<file path="src/rtl/war_hazard_pkg.sv">
package war_hazard_pkg;

  // Position of a slot counted from the oldest entry of a ring of depth slots.
  function automatic int unsigned ring_age(input int unsigned slot,
                                           input int unsigned head,
                                           input int unsigned depth);
    return (slot + depth - head) % depth;
  endfunction

  // True when slot a was queued before slot b.
  function automatic logic queued_before(input int unsigned a,
                                         input int unsigned b,
                                         input int unsigned head,
                                         input int unsigned depth);
    return ring_age(a, head, depth) < ring_age(b, head, depth);
  endfunction

  // Set count of a cache built from its byte size, line size and associativity.
  function automatic int unsigned set_count(input int unsigned cache_bytes,
                                            input int unsigned line_bytes,
                                            input int unsigned ways);
    return cache_bytes / (line_bytes * ways);
  endfunction

endpackage

</file>
<file path="src/rtl/war_head_tracker.sv">
module war_head_tracker #(
  parameter int DEPTH = 8,
  parameter int PTR_W = 3
) (
  input  logic             clk,
  input  logic             rst,
  input  logic             rd_pop,
  output logic [PTR_W-1:0] head
);
  localparam logic [PTR_W-1:0] LAST = PTR_W'(DEPTH - 1);

  logic [PTR_W-1:0] head_q;
  logic [PTR_W-1:0] head_next;

  always_comb begin
    head_next = head_q;
    if (rd_pop) begin
      if (head_q == LAST) head_next = '0;
      else                head_next = head_q + 1'b1;
    end
  end

  always_ff @(posedge clk) begin
    if (rst) head_q <= '0;
    else     head_q <= head_next;
  end

  assign head = head_q;
endmodule

</file>
<file path="src/rtl/war_hazard_lane.sv">
module war_hazard_lane
  import war_hazard_pkg::*;
#(
  parameter int DEPTH = 8,
  parameter int PTR_W = 3,
  parameter int IDX_W = 7,
  parameter int SLOT  = 0
) (
  input  logic             slot_valid,
  input  logic [IDX_W-1:0] slot_index,
  input  logic             wq_valid,
  input  logic [IDX_W-1:0] wq_index,
  input  logic [PTR_W-1:0] wq_slot,
  input  logic [PTR_W-1:0] head,
  input  logic             rd_pop,
  output logic             idx_hit,
  output logic             is_older,
  output logic             retiring,
  output logic             hazard
);
  localparam logic [PTR_W-1:0] MY_SLOT = PTR_W'(SLOT);

  assign idx_hit  = slot_valid && (slot_index == wq_index);
  assign is_older = queued_before(32'(SLOT), 32'(wq_slot), 32'(head), 32'(DEPTH));
  assign retiring = rd_pop && (head == MY_SLOT);
  assign hazard   = wq_valid && idx_hit && is_older && !retiring;
endmodule

</file>
<file path="src/rtl/war_stall_reduce.sv">
module war_stall_reduce #(
  parameter int DEPTH = 8
) (
  input  logic [DEPTH-1:0] hazard,
  output logic             stall
);
  always_comb begin
    stall = 1'b0;
    for (int i = 0; i < DEPTH; i++) stall = stall | hazard[i];
  end
endmodule

</file>
<file path="src/rtl/war_hazard_guard.sv">
module war_hazard_guard
  import war_hazard_pkg::*;
#(
  parameter int DEPTH       = 8,
  parameter int CACHE_BYTES = 16384,
  parameter int LINE_BYTES  = 32,
  parameter int WAYS        = 4,
  localparam int SETS       = int'(set_count(CACHE_BYTES, LINE_BYTES, WAYS)),
  localparam int IDX_W      = (SETS > 1) ? $clog2(SETS) : 1,
  localparam int PTR_W      = (DEPTH > 1) ? $clog2(DEPTH) : 1
) (
  input  logic                   clk,
  input  logic                   rst,
  input  logic [DEPTH-1:0]       rq_valid,
  input  logic [DEPTH*IDX_W-1:0] rq_index,
  input  logic                   rd_pop,
  input  logic                   wq_valid,
  input  logic [IDX_W-1:0]       wq_index,
  input  logic [PTR_W-1:0]       wq_slot,
  output logic [DEPTH-1:0]       hazard,
  output logic                   stall_write
);
  logic [PTR_W-1:0] head_ptr;
  logic [DEPTH-1:0] lane_hit;
  logic [DEPTH-1:0] lane_older;
  logic [DEPTH-1:0] lane_retire;

  war_head_tracker #(.DEPTH(DEPTH), .PTR_W(PTR_W)) u_head (
    .clk(clk), .rst(rst), .rd_pop(rd_pop), .head(head_ptr)
  );

  for (genvar g = 0; g < DEPTH; g++) begin : g_lane
    war_hazard_lane #(
      .DEPTH(DEPTH), .PTR_W(PTR_W), .IDX_W(IDX_W), .SLOT(g)
    ) u_lane (
      .slot_valid (rq_valid[g]),
      .slot_index (rq_index[g*IDX_W +: IDX_W]),
      .wq_valid   (wq_valid),
      .wq_index   (wq_index),
      .wq_slot    (wq_slot),
      .head       (head_ptr),
      .rd_pop     (rd_pop),
      .idx_hit    (lane_hit[g]),
      .is_older   (lane_older[g]),
      .retiring   (lane_retire[g]),
      .hazard     (hazard[g])
    );
  end

  war_stall_reduce #(.DEPTH(DEPTH)) u_reduce (
    .hazard(hazard), .stall(stall_write)
  );
endmodule

</file>
<file path="config.mk">
export PLATFORM = sky130hd
export DESIGN_NAME = war_hazard_guard
export DESIGN_NICKNAME = d
export VERILOG_FILES = /design/src/rtl/war_hazard_pkg.sv /design/src/rtl/war_head_tracker.sv /design/src/rtl/war_hazard_lane.sv /design/src/rtl/war_stall_reduce.sv /design/src/rtl/war_hazard_guard.sv
export SDC_FILE = /design/constraint.sdc
export NUM_CORES = 1
export LEC_CHECK = 0
export CORE_ASPECT_RATIO = 0.75
export CORE_MARGIN = 2
export CORE_UTILIZATION = 43
export DETAILED_ROUTE_END_ITERATION = 10
export PLACE_DENSITY = 0.82
export SETUP_SLACK_MARGIN = 0.05
export SLEW_MARGIN = 20
export SYNTH_ARGS = -nofsm -noshare
export SYNTH_HDL_FRONTEND = slang
export SYNTH_HIERARCHICAL = 1
export SYNTH_SLANG_ARGS = --single-unit
</file>
<file path="constraint.sdc">
create_clock -name clk -period 5.5 [get_ports clk]
set_input_delay 1.65 -clock clk [delete_from_list [all_inputs] [get_ports clk]]
set_output_delay 1.65 -clock clk [all_outputs]
set_load 0.02 [all_outputs]
</file>
== Word-level counts from Yosys, hierarchy flattened ==
Index checks and enable logic that the tools add are counted.
Widths: inputs -> output; s select.

* Output and inout bits: 9
* Flip-flop bits (word level): 3

* Eq/ne operators: 15
* Bitwise operators: 7
* Reductions and logical operators: 49
* Muxes and demuxes: 1
* Add/sub/neg operators: 11
* Order comparisons: 8

{| class="wikitable"
|+ Operators with widths
! kind !! number
|-
| $eq 7x7->1 || 8
|-
| $logic_and 1x1->1 || 40
|-
| $lt 3x3->1 || 8
|-
| $eq 3x3->1 const B || 4
|-
| $sub 3x3->3 const A || 4
|-
| $logic_not 1->1 || 8
|-
| $or 1x1->1 || 7
|-
| $add 3x1->3 const B || 2
|-
| $eq 3x2->1 const B || 2
|-
| $sub 1x3->3 const A || 2
|-
| $sub 2x3->3 const A || 2
|-
| $eq 3x1->1 const B || 1
|-
| $logic_not 3->1 || 1
|-
| $mux 3 || 1
|-
| $sub 3x3->3 || 1
|}

== Logic depth before layout (Yosys ltp) ==
* Word-level depth: 12
* Mapped depth: 11

== Cells and area by module ==
The synthesis kept the hierarchy.

{| class="wikitable"
|+ Modules (own cells, without submodules)
! module !! area each (um2) !! times used !! cells an instance !! sequential area each (um2)
|-
| war_hazard_lane (g_lane[2].u_lane) || 230.2 || 1 || 29 || 0.0
|-
| war_hazard_lane (g_lane[6].u_lane) || 229.0 || 1 || 28 || 0.0
|-
| war_hazard_lane (g_lane[0].u_lane) || 226.5 || 1 || 27 || 0.0
|-
| war_hazard_lane (g_lane[1].u_lane) || 222.7 || 1 || 28 || 0.0
|-
| war_hazard_lane (g_lane[4].u_lane) || 222.7 || 1 || 26 || 0.0
|-
| war_hazard_lane (g_lane[5].u_lane) || 219.0 || 1 || 27 || 0.0
|-
| war_hazard_lane (g_lane[7].u_lane) || 212.7 || 1 || 27 || 0.0
|-
| war_hazard_lane (g_lane[3].u_lane) || 210.2 || 1 || 26 || 0.0
|-
| war_head_tracker || 141.4 || 1 || 13 || 60.1
|-
| war_stall_reduce || 16.3 || 1 || 3 || 0.0
|}

== Worst setup path before layout ==
OpenSTA, ideal clock, no wires.

* Path kind: input port to output port
* From: input port wq_slot[0]
* To: output port stall_write
* Data required time: 3850 ps
* Stages: 9
* Data arrival time: 3541 ps
* Slack: 309 ps
* Cells stage by stage: or2b_1 fa_1 xnor2_1 xnor2_1 ha_1 a21oi_2 and4b_1 nor4_1 nand2_1

* Word-level cells in the longest chain between the ends: 12
* Elaborated cells on any way between the ends: 33

{| class="wikitable"
|+ Ends and longest elaborated chain
! what !! RTL line !! source
|-
| start, declared || war_hazard_guard.sv:19 || <nowiki>input logic [PTR_W-1:0] wq_slot,</nowiki>
|-
| $add 3x1->3 || war_hazard_pkg.sv:7 || <nowiki>return (slot + depth - head) % depth;</nowiki>
|-
| $sub 3x3->3 || war_hazard_pkg.sv:7 ||
|-
| $lt 3x3->1 || war_hazard_pkg.sv:15 || <nowiki>return ring_age(a, head, depth) < ring_age(b, head, depth);</nowiki>
|-
| named net lane_older[0] || war_hazard_guard.sv:25 || <nowiki>logic [DEPTH-1:0] lane_older;</nowiki>
|-
| $logic_and 1x1->1 (2 in a row) || war_hazard_lane.sv:26 || <nowiki>assign hazard = wq_valid && idx_hit && is_older && !retiring;</nowiki>
|-
| named net hazard[0] || war_hazard_guard.sv:20 || <nowiki>output logic [DEPTH-1:0] hazard,</nowiki>
|-
| $or 1x1->1 (7 in a row) || war_stall_reduce.sv:9 || <nowiki>for (int i = 0; i < DEPTH; i++) stall = stall | hazard[i];</nowiki>
|-
| end, declared || war_hazard_guard.sv:21 || <nowiki>output logic stall_write</nowiki>
|}

The timed path passes the listed nets, and every way through them passes these cells.

== Worst setup path in the final report ==
* From: input port wq_slot[0]
* To: output port stall_write

* Elaborated cells on any way between the ends: 33

{| class="wikitable"
|+ RTL lines
! what !! RTL line
|-
| $add 3x1->3 || war_hazard_pkg.sv:7
|-
| $sub 3x3->3 || war_hazard_pkg.sv:7
|-
| $lt 3x3->1 || war_hazard_pkg.sv:15
|-
| named net lane_older[2] || war_hazard_guard.sv:25
|-
| $logic_and 1x1->1 (2 in a row) || war_hazard_lane.sv:26
|-
| $or 1x1->1 (6 in a row) || war_stall_reduce.sv:9
|}

The timed path passes the listed nets, and every way through them passes these cells.

==> flow_metrics.env <==
export IMPL_multi_input_area_sq_mm=0.00179
export IMPL_yosysWarnings=6
export IMPL_switching_share_pct=34.9
export IMPL_fin_crit_sh_pct=98.3
export IMPL_drcViolationCount=0
export IMPL_layout_common_cells="clkdlybuf4s50_1 (75), xnor2_1 (63), buf_4 (31)"
export IMPL_irDropWorstVdd_uv=90.6
export IMPL_antenna_cells=0
export IMPL_grt_pass1_vias=2023
export IMPL_cp_max_fo=9
export IMPL_worstPathArrival_ns=3.76
export IMPL_slew_headroom_pct=34.3
export IMPL_ant_nets=0
export IMPL_cpPeakStageDelay_ns=0.40
export IMPL_antenna_found_initial=0
export IMPL_drtIter0Drc=84
export IMPL_regArea_sq_um=60.1
export IMPL_finalCriticalPeriod_ns=5.41
export IMPL_drt_pass1_iterations=4
export IMPL_numCtsBuffers=3
export IMPL_grt_start_max_net_pins=26
export IMPL_die_w_microns=80.8
export IMPL_grt_pass1_wl_microns=9490
export IMPL_setup_viol=0
export IMPL_dieArea_sq_mm=0.00497
export IMPL_hp_class="reg -> reg"
export IMPL_end_kind="output pin"
export IMPL_area_growth_pct=64.6
export IMPL_seqPwrFrac_pct=9.0
export IMPL_critPathSlowestCell="fa_2"
export IMPL_grt_total_usage_pct=24.8
export IMPL_crit_chain="buf_4, inv_2, nand2_1, fa_2, xnor2_2, xnor2_1, ha_2, o2bb2ai_1, and4b_1, nor4_2, nand2_1, buf_6"
export IMPL_fp_dieH_microns=61.6
export IMPL_num_rows=20
export IMPL_timing_final_ws_setup_ns=0.0916
export IMPL_clock_latency_ns=0.21
export IMPL_maxCapViolCount=0
export IMPL_dp_hpwl_microns=5050
export IMPL_clkPwrFrac_pct=19.2
export IMPL_p_comb_share_pct=71.8
export IMPL_port_buffers=86
export IMPL_rsz0062_at_grt="true"
export IMPL_cts_root_buf="clkbuf_8"
export IMPL_ioPinCount=87
export IMPL_cts_sinks=3
export IMPL_fillCellCount=334
export IMPL_via_per_inst=4.88
export IMPL_start_kind="input port"
export IMPL_worst_slew_pin_slew_ns=0.985
export IMPL_core_area_sq_mm=0.00415
export IMPL_final_cell_area_sq_mm=0.00313
export IMPL_finClkSkew_ns=0.00461
export IMPL_status="finished, final reports clean"
export IMPL_grt_ovfl_total=0
export IMPL_syn_area_sq_mm=0.00190
export IMPL_fin_cells=402
export IMPL_worstPathRequired_ns=3.85
export IMPL_synth_avg_cell_area_sq_um=8.41
export IMPL_clock_path_buffers=2
export IMPL_cp_common_cell="nand2_1"
export IMPL_powerDensity_mw_per_mm2=106
export IMPL_vias=1960
export IMPL_drive_gt1_share_pct=18.2
export IMPL_drt_wirelength_per_cell_microns=14.5
export IMPL_placed_area_sq_mm=0.00306
export IMPL_cts_clk_slew_worst_paths_ns=0.03
export IMPL_synthCells=226
export IMPL_place_inst=398
export IMPL_final_max_slew_viol_count=0
export IMPL_totalWireLength_microns=5830
export IMPL_hold_ws_ns=0.782
export IMPL_largest_register_ffs=3
export IMPL_internal_power_mw=0.215
export IMPL_cts_tree="built"
export IMPL_critPathKind="in -> out"
export IMPL_cts_max_level=1
export IMPL_place_worst_setup_slack_ns=-0.839
export IMPL_place_congestion=0.888
export IMPL_fmax_ghz=0.185
export IMPL_nets=462
export IMPL_netSwitchingPower_mw=0.115
export IMPL_syn_nets=340
export IMPL_p_leak_nw=1.32
export IMPL_mostFrequentLayoutCell="clkdlybuf4s50_1"
export IMPL_timing_hold_violations_final=0
export IMPL_cts_setup_buffers=0
export IMPL_start_util_pct=45.8
final cells by class:
| type | count | share of cell area [%] |
|---|---|---|
| multi-input combinational | 198 | 57.2 |
| timing repair buffer | 117 | 34.2 |
| inverter | 25 | 3.00 |
| tap | 55 | 2.20 |
| sequential | 3 | 1.92 |
| clock buffer | 4 | 1.44 |
worst paths after layout:
check | startpoint | end | slack, ns | depth (start not counted)
worst max-delay path | wq_slot[0] | stall_write | 0.09 | 12
worst min-delay path | u_head/head[1]$_SDFFE_PP0P_ | u_head/head[1]$_SDFFE_PP0P_ | 0.78 | 2
worst max register to register | u_head/head[2]$_SDFFE_PP0P_ | u_head/head[2]$_SDFFE_PP0P_ | 3.85 | 3
worst min register to register | u_head/head[1]$_SDFFE_PP0P_ | u_head/head[1]$_SDFFE_PP0P_ | 0.78 | 2
what timing repair did:
action / in CTS / in global routing
pin swaps: 14 / 0
hold buffers: 0 / 0
gates resized for setup: 46 / 9
cloned: 0 / 0
setup endpoints to repair: 9 / 6
metal layers:
| metal | GRT usage [%] | part of all wire [%] |
|---|---|---|
| met4 | 5.08 | 2.5 |
| met2 | 48.7 | 53 |
| met1 | 29.9 | 42 |
| met5 | 0 | 0 |
| met3 | 2.35 | 2.5 |
stage by stage:
| stage | power [mW] | TNS [ns] | util [%] |
|---|---|---|---|
| after floorplan | 0.151 | 0 | - |
| after global placement | 0.252 | -5.36 | 73.7 |
| after detailed placement | 0.263 | -5.91 | 73.7 |
| after CTS | 0.332 | 0 | 75.5 |
| after global routing | 0.360 | -0.0539 | 75.3 |
| final | 0.330 | 0 | 75.3 |
critical path: cells and delay by family:
family                   cells  cell delay, ns
XOR/XNOR                     2            0.28
AND/OR/NAND/NOR              4            0.68
buffers and inverters        3            0.34
AO/OA/AOI/OAI                1            0.05
adder cells (fa/ha/maj)      2            0.75
power by group through the flow:
stage	Combinational (mW)	Sequential, mW	Clock [mW]
2_1_floorplan	0.123	0.0278	0
3_3_place_gp	0.222	0.0300	0
3_5_place_dp	0.233	0.0301	0
4_1_cts	0.238	0.0298	0.0643
5_1_grt	0.264	0.0304	0.0663
6_report	0.237	0.0297	0.0634
No activity file was read; power rests on OpenSTA's default activity.
